[src/rtl/macPkg.sv]
package macPkg;

  typedef enum logic [1:0] {
    OP_MAC32 = 2'd0,
    OP_DUAL  = 2'd1,
    OP_HALF  = 2'd2,
    OP_NONE  = 2'd3
  } macOp_e;

  typedef struct packed {
    logic loadOp;   // capture a new operation into the array stage
    logic passHi;   // array works on the upper multiplier half
    logic issue;    // array stage holds work, register its addend
    logic retire;   // addend stage holds work, add it in
    logic wrAcc;    // load the accumulator from the write port
    logic capRead;  // capture the accumulator onto the read port
  } macStrobe_t;

endpackage

[src/rtl/macCtrl.sv]
module macCtrl
  import macPkg::*;
(
  input  logic       clk,
  input  logic       rstN,
  input  logic       opValid,
  input  logic [1:0] opCode,
  input  logic       needsTwo,
  input  logic       accWrEn,
  input  logic       accRdReq,
  output logic       opReady,
  output logic       doneStrobe,
  output logic       accRdValid,
  output macStrobe_t strobe
);

  logic s1Valid, passIdx, s2Valid, s2Last, rdPend;
  logic s1Done, opFire, rdDue;

  assign s1Done  = s1Valid && (passIdx || !needsTwo);
  assign opReady = !rdPend && (!s1Valid || s1Done);
  assign opFire  = opValid && opReady;
  assign rdDue   = (rdPend || accRdReq) && !s1Valid && !s2Valid && !opFire;

  always_comb begin
    strobe.loadOp  = opFire;
    strobe.passHi  = s1Valid && passIdx;
    strobe.issue   = s1Valid;
    strobe.retire  = s2Valid;
    strobe.wrAcc   = accWrEn;
    strobe.capRead = rdDue;
  end

  always_ff @(posedge clk) begin
    if (!rstN) begin
      s1Valid    <= 1'b0;
      passIdx    <= 1'b0;
      s2Valid    <= 1'b0;
      s2Last     <= 1'b0;
      rdPend     <= 1'b0;
      doneStrobe <= 1'b0;
      accRdValid <= 1'b0;
    end else begin
      if (opFire) begin
        s1Valid <= 1'b1;
        passIdx <= 1'b0;
      end else if (s1Done) begin
        s1Valid <= 1'b0;
        passIdx <= 1'b0;
      end else if (s1Valid) begin
        passIdx <= 1'b1;
      end
      s2Valid    <= s1Valid;
      s2Last     <= s1Done;
      doneStrobe <= s2Valid && s2Last;
      accRdValid <= rdDue;
      rdPend     <= (rdPend || accRdReq) && !rdDue;
    end
  end

  // Single-pass work never blocks the next issue
  assert_back_to_back_R2: assert property (@(posedge clk) disable iff (!rstN)
    (opFire && opCode != 2'd0 && !accRdReq) |=> opReady);

  // A wide multiplier operand holds the input and then runs its upper pass
  assert_second_pass_R5: assert property (@(posedge clk) disable iff (!rstN)
    (s1Valid && !passIdx && needsTwo) |-> (!opReady ##1 (s1Valid && passIdx)));

  // Fenced read only reports on an empty pipeline
  assert_read_drained_R10: assert property (@(posedge clk) disable iff (!rstN)
    accRdValid |-> (!s1Valid && !s2Valid));

  // Single-pass opcodes retire with a strobe three edges after acceptance
  assert_early_done_R4: assert property (@(posedge clk) disable iff (!rstN)
    (opFire && opCode != 2'd0) |-> ##3 doneStrobe);

endmodule

[src/rtl/macDatapath.sv]
module macDatapath
  import macPkg::*;
#(
  parameter int DATA_W  = 32,
  parameter int GUARD_W = 8
) (
  input  logic                clk,
  input  logic                rstN,
  input  macStrobe_t          strobe,
  input  logic [1:0]          opCode,
  input  logic [1:0]          opSel,
  input  logic [DATA_W-1:0]   opA,
  input  logic [DATA_W-1:0]   opB,
  input  logic [DATA_W-1:0]   accWrLo,
  input  logic [GUARD_W-1:0]  accWrHi,
  output logic                needsTwo,
  output logic [DATA_W-1:0]   accRdLo,
  output logic [DATA_W-1:0]   accRdHi
);

  localparam int HALF_W = DATA_W / 2;
  localparam int ACC_W  = DATA_W + GUARD_W;
  localparam int PROD_W = DATA_W + HALF_W + 1;
  localparam int LANES  = 2;

  logic [DATA_W-1:0] aReg, bReg;
  macOp_e            opcReg;
  logic [1:0]        selReg;
  logic [ACC_W-1:0]  addendReg, accReg, addendNext;

  // Upper multiplier bits that only repeat the halfword sign need no second pass
  logic [DATA_W-HALF_W:0] upperBits;
  assign upperBits = bReg[DATA_W-1:HALF_W-1];
  assign needsTwo  = (opcReg == OP_MAC32) && !((&upperBits) || !(|upperBits));

  // Full-width pass through the 16x32 array
  logic signed [DATA_W-1:0] aSigned;
  logic signed [HALF_W:0]   bPart;
  logic signed [PROD_W-1:0] wideProd;
  logic [ACC_W-1:0]         macTerm;

  assign aSigned = aReg;

  always_comb begin
    if (!needsTwo)
      bPart = {bReg[HALF_W-1], bReg[HALF_W-1:0]};
    else if (strobe.passHi)
      bPart = {bReg[DATA_W-1], bReg[DATA_W-1:HALF_W]};
    else
      bPart = {1'b0, bReg[HALF_W-1:0]};
    wideProd = PROD_W'(aSigned) * PROD_W'(bPart);
    macTerm  = wideProd[ACC_W-1:0];
    if (strobe.passHi)
      macTerm = macTerm << HALF_W;
  end

  // Packed halfword lanes
  logic signed [DATA_W-1:0] laneProd [LANES];
  for (genvar ln = 0; ln < LANES; ln++) begin : g_lane
    logic signed [HALF_W-1:0] laneA, laneB;
    assign laneA = aReg[ln*HALF_W +: HALF_W];
    assign laneB = bReg[ln*HALF_W +: HALF_W];
    assign laneProd[ln] = DATA_W'(laneA) * DATA_W'(laneB);
  end

  logic [ACC_W-1:0] dualSum;
  assign dualSum = ACC_W'(laneProd[0]) + ACC_W'(laneProd[1]);

  // Halfword-select product
  logic signed [HALF_W-1:0] selA, selB;
  logic signed [DATA_W-1:0] selProd;
  assign selA    = selReg[0] ? aReg[DATA_W-1:HALF_W] : aReg[HALF_W-1:0];
  assign selB    = selReg[1] ? bReg[DATA_W-1:HALF_W] : bReg[HALF_W-1:0];
  assign selProd = DATA_W'(selA) * DATA_W'(selB);

  always_comb begin
    unique case (opcReg)
      OP_MAC32: addendNext = macTerm;
      OP_DUAL:  addendNext = dualSum;
      OP_HALF:  addendNext = ACC_W'(selProd);
      default:  addendNext = '0;
    endcase
  end

  always_ff @(posedge clk) begin
    if (!rstN) begin
      aReg      <= '0;
      bReg      <= '0;
      opcReg    <= OP_NONE;
      selReg    <= '0;
      addendReg <= '0;
      accReg    <= '0;
      accRdLo   <= '0;
      accRdHi   <= '0;
    end else begin
      if (strobe.loadOp) begin
        aReg   <= opA;
        bReg   <= opB;
        opcReg <= macOp_e'(opCode);
        selReg <= opSel;
      end
      if (strobe.issue)
        addendReg <= addendNext;
      if (strobe.wrAcc)
        accReg <= {accWrHi, accWrLo};
      else if (strobe.retire)
        accReg <= accReg + addendReg;
      if (strobe.capRead) begin
        accRdLo <= accReg[DATA_W-1:0];
        accRdHi <= DATA_W'($signed(accReg[ACC_W-1:DATA_W]));
      end
    end
  end

  // The upper pass is only ever requested for a wide full-width operation
  assert_hi_pass_R5: assert property (@(posedge clk) disable iff (!rstN)
    strobe.passHi |-> (needsTwo && opcReg == OP_MAC32));

endmodule

[src/rtl/simdMacUnit.sv]
module simdMacUnit
  import macPkg::*;
#(
  parameter int DATA_W  = 32,
  parameter int GUARD_W = 8
) (
  input  logic               clk,
  input  logic               rstN,
  input  logic               opValid,
  output logic               opReady,
  input  logic [1:0]         opCode,
  input  logic [1:0]         opSel,
  input  logic [DATA_W-1:0]  opA,
  input  logic [DATA_W-1:0]  opB,
  input  logic               accWrEn,
  input  logic [DATA_W-1:0]  accWrLo,
  input  logic [GUARD_W-1:0] accWrHi,
  input  logic               accRdReq,
  output logic               accRdValid,
  output logic [DATA_W-1:0]  accRdLo,
  output logic [DATA_W-1:0]  accRdHi,
  output logic               doneStrobe
);

  macStrobe_t strobe;
  logic       needsTwo;

  macCtrl u_ctrl (
    .clk        (clk),
    .rstN       (rstN),
    .opValid    (opValid),
    .opCode     (opCode),
    .needsTwo   (needsTwo),
    .accWrEn    (accWrEn),
    .accRdReq   (accRdReq),
    .opReady    (opReady),
    .doneStrobe (doneStrobe),
    .accRdValid (accRdValid),
    .strobe     (strobe)
  );

  macDatapath #(.DATA_W(DATA_W), .GUARD_W(GUARD_W)) u_dp (
    .clk      (clk),
    .rstN     (rstN),
    .strobe   (strobe),
    .opCode   (opCode),
    .opSel    (opSel),
    .opA      (opA),
    .opB      (opB),
    .accWrLo  (accWrLo),
    .accWrHi  (accWrHi),
    .needsTwo (needsTwo),
    .accRdLo  (accRdLo),
    .accRdHi  (accRdHi)
  );

endmodule

[config.mk]
export PLATFORM = sky130hd
export DESIGN_NAME = simdMacUnit
export DESIGN_NICKNAME = d
export VERILOG_FILES = /design/src/rtl/macPkg.sv /design/src/rtl/macCtrl.sv /design/src/rtl/macDatapath.sv /design/src/rtl/simdMacUnit.sv
export SDC_FILE = /design/constraint.sdc
export NUM_CORES = 2
export LEC_CHECK = 0
export BUFFER_PORTS_ARGS = -buffer_cell sky130_fd_sc_hd__buf_2
export CAP_MARGIN = 10
export CELL_PAD_IN_SITES_DETAIL_PLACEMENT = 1
export CELL_PAD_IN_SITES_GLOBAL_PLACEMENT = 2
export CORE_ASPECT_RATIO = 1.4
export CORE_MARGIN = 10
export CORE_UTILIZATION = 40
export CTS_CLUSTER_SIZE = 10
export DETAILED_ROUTE_END_ITERATION = 8
export PLACE_DENSITY_LB_ADDON = 0.08
export SYNTH_ARGS = -nofsm -noshare
export SYNTH_HDL_FRONTEND = slang
export SYNTH_SLANG_ARGS = --single-unit
[constraint.sdc]
create_clock -name clk -period 14.1 [get_ports clk]
set_clock_uncertainty 0.15 [all_clocks]
set_input_delay 2.115 -clock clk [delete_from_list [all_inputs] [get_ports clk]]
set_output_delay 2.115 -clock clk [all_outputs]
set_load 0.03 [all_outputs]
==> results.sh <==
export IMPL_grt_pass1_vias=49900
export IMPL_synth_distinct_cells=88
export IMPL_drive_above_1_share=0.0629
export IMPL_insertion_delay_ns=0.52
export IMPL_max_freq_mhz=106
export IMPL_p_per_area_mw_per_mm2=62.0
export IMPL_fin_crit_ns=9.47
export IMPL_rsz0062_at_grt="false"
export IMPL_seq_power_share=0.165
export IMPL_synth_nets=8360
export IMPL_yosysTopAreaCell="fa_1"
export IMPL_wl_per_cell_um=24.2
export IMPL_crit_buf_inv=6
export IMPL_fin_hold_ws_ns=0.305
export IMPL_htree_levels=4
export IMPL_start_kind="flip-flop"
export IMPL_ys_seq_elements=195
export IMPL_cpLargestDelayFamily="adder cells"
export IMPL_cts_resized=0
export IMPL_fin_cells=8438
export IMPL_drtIter0Drc=2231
export IMPL_grt_max_degree=69
export IMPL_gp_congestion=0.904
export IMPL_num_vias=44100
export IMPL_dp_hpwl_um=165000
export IMPL_synth_cells=6591
export IMPL_fin_crit_sh=0.672
export IMPL_cts_tree="built"
export IMPL_cp_data_arrival_time_ns=9.70
export IMPL_drc_errors=0
export IMPL_path_class="flip-flop to flip-flop"
export IMPL_die_area_sq_mm=0.158
export IMPL_critPathMaxStageDelay_ns=0.91
export IMPL_rows=163
export IMPL_synth_common_cells="inv_1 (1,479), fa_1 (1,281), nand2_1 (1,081)"
export IMPL_cts_buffers=17
export IMPL_synth_edf_count=0
export IMPL_ys_seq_area_frac=0.0687
export IMPL_track_usage=0.261
export IMPL_yosysWarnings=0
export IMPL_cts_buffer_depth=2
export IMPL_core_area_sq_mm=0.141
export IMPL_cp_end_kind="flip-flop"
export IMPL_antenna_found_initial=10
export IMPL_yosysMostFrequentCell="inv_1"
export IMPL_power_leakage_nw=28.8
export IMPL_synth_top_flop_cell="dfxtp_1"
export IMPL_fin_nets=8292
export IMPL_cts_hold_buffers=0
export IMPL_p_int_mw=1.68
export IMPL_cap_violations=0
export IMPL_maxSlewViolCount=0
export IMPL_drtAntennaViolNets=0
export IMPL_hold_viol=0
export IMPL_cts_sinks=195
export IMPL_port_buffers=179
export IMPL_drt_wl_total_um=204000
export IMPL_p_comb_frac=0.682
export IMPL_drt_pass1_iterations=8
export IMPL_max_vdd_ir_drop_uv=74.3
export IMPL_slew_headroom=0.132
export IMPL_via_per_inst=5.23
export IMPL_crit_fanout=32
export IMPL_status="complete, no violations"
export IMPL_worstMarginPinSlew_ns=1.27
export IMPL_clkTransAtPathRegs_ns=0.11
export IMPL_setup_tns_ns=0
export IMPL_total_power_mw=3.73
export IMPL_dp_cells=8401
export IMPL_cts_setup_buffers=0
export IMPL_grt_overflow=0
export IMPL_synthesis_area_sq_mm=0.0568
export IMPL_grt_first_pass_wirelength_um=313000
export IMPL_avgSynthCellArea_sq_um=8.62
export IMPL_clock_root_buffer="clkbuf_16"
export IMPL_io_pins=180
export IMPL_p_clk_frac=0.153
export IMPL_die_width_um=339
export IMPL_power_switching_mw=2.04
export IMPL_hold_path_class="flip-flop to flip-flop"
export IMPL_slowest_stage="mux2_2"
export IMPL_die_h_um=466
export IMPL_required_ns=14.33
export IMPL_area_delta_synth_final_pct=5.84
export IMPL_swShare=0.548
export IMPL_postSynth_asyncResetShare=0
export IMPL_initial_utilization=0.403
export IMPL_yosys_area_top_type_share=0.451
export IMPL_setup_viol=0
export IMPL_synth_area_top_cells="fa_1 (45%), inv_1 (9.8%), ha_1 (8.3%), nand2_1 (7.1%), dfxtp_1 (6.9%)"
## power groups by stage
stage | registers (mW) | logic, mW | clock network, mW
floorplan | 0.619 | 1.55 | 0
global placement | 0.626 | 2.50 | 0
detailed placement | 0.626 | 2.55 | 0
CTS | 0.614 | 2.56 | 0.587
global route | 0.617 | 2.80 | 0.602
finish | 0.613 | 2.54 | 0.572
## stage by stage
stage	utilization	instance area, sq um	worst slack, ns
global placement	0.421	59500	4.82
detailed placement	0.421	59500	4.70
global route	0.426	60100	4.15
CTS	0.426	60100	4.64
finish	0.426	60100	4.63
floorplan	-	56800	6.17
## sequential cells by signal, summed over array words and instances, names as in the netlist, 2 cells and up
signal	cells
u_dp.accReg	40
u_dp.addendReg	40
u_dp.aReg	32
u_dp.accRdLo	32
u_dp.bReg	32
u_dp.accRdHi	8
u_dp.opcReg	2
u_dp.selReg	2
## layout make-up
class	instances	area [sq um]
Inverter	1480	5560
Multi-Input combinational cell	4534	45900
Timing Repair Buffer	295	1770
Clock buffer	17	425
Clock inverter	15	228
Tap cell	1897	2370
Sequential cell	195	3910
Antenna cell	5	12.5
Fill cell	16700	81000
## worst register-to-register path: cells and delay by family, from the launching register on
kind                     cells  cell delay (ns)
AO/OA/AOI/OAI                9             2.30
XOR/XNOR                     1             0.10
flip-flops                   1             0.83
buffers and inverters        6             0.71
AND/OR/NAND/NOR              4             0.96
multiplexers                 1             0.91
adder cells (fa/ha/maj)      7             3.39
## layer usage
metal  GRT usage  wire length, um  vias up
met3      0.0212             6890      259
met5           0               27        -
li1            -                -    19500
met2       0.480           106000      941
met4       0.101             9450        4
met1       0.315            82000    23500
## logic make-up after synthesis
| group | synth area share |
|---|---|
| simple gates | 0.154 |
| buf+inv | 0.125 |
| fa+ha+maj | 0.534 |
| compound gates | 0.0785 |
| flops | 0.0687 |
| xor+xnor | 0.0241 |
| mux | 0.0157 |
## cells in the final DEF, fill, tap and decap left out, types with 116 or more instances in the layout
cell and instances:
dfxtp_1 189, ha_1 375, fa_1 1281, buf_4 116, a21oi_1 289, and2_1 314, nor2_1 231, buf_2 179
inv_1 1478, nand2_1 1080
## final timing paths
check,from,endpoint,slack [ns],cells past startpoint
min,u_dp.aReg[14],u_dp.aReg[14],0.30,2
max reg2reg,u_dp.bReg[31],u_dp.addendReg[39],4.63,28
min reg2reg,u_dp.aReg[14],u_dp.aReg[14],0.30,2
max,u_dp.bReg[31],u_dp.addendReg[39],4.63,28
(Power assumes the default switching activity.)
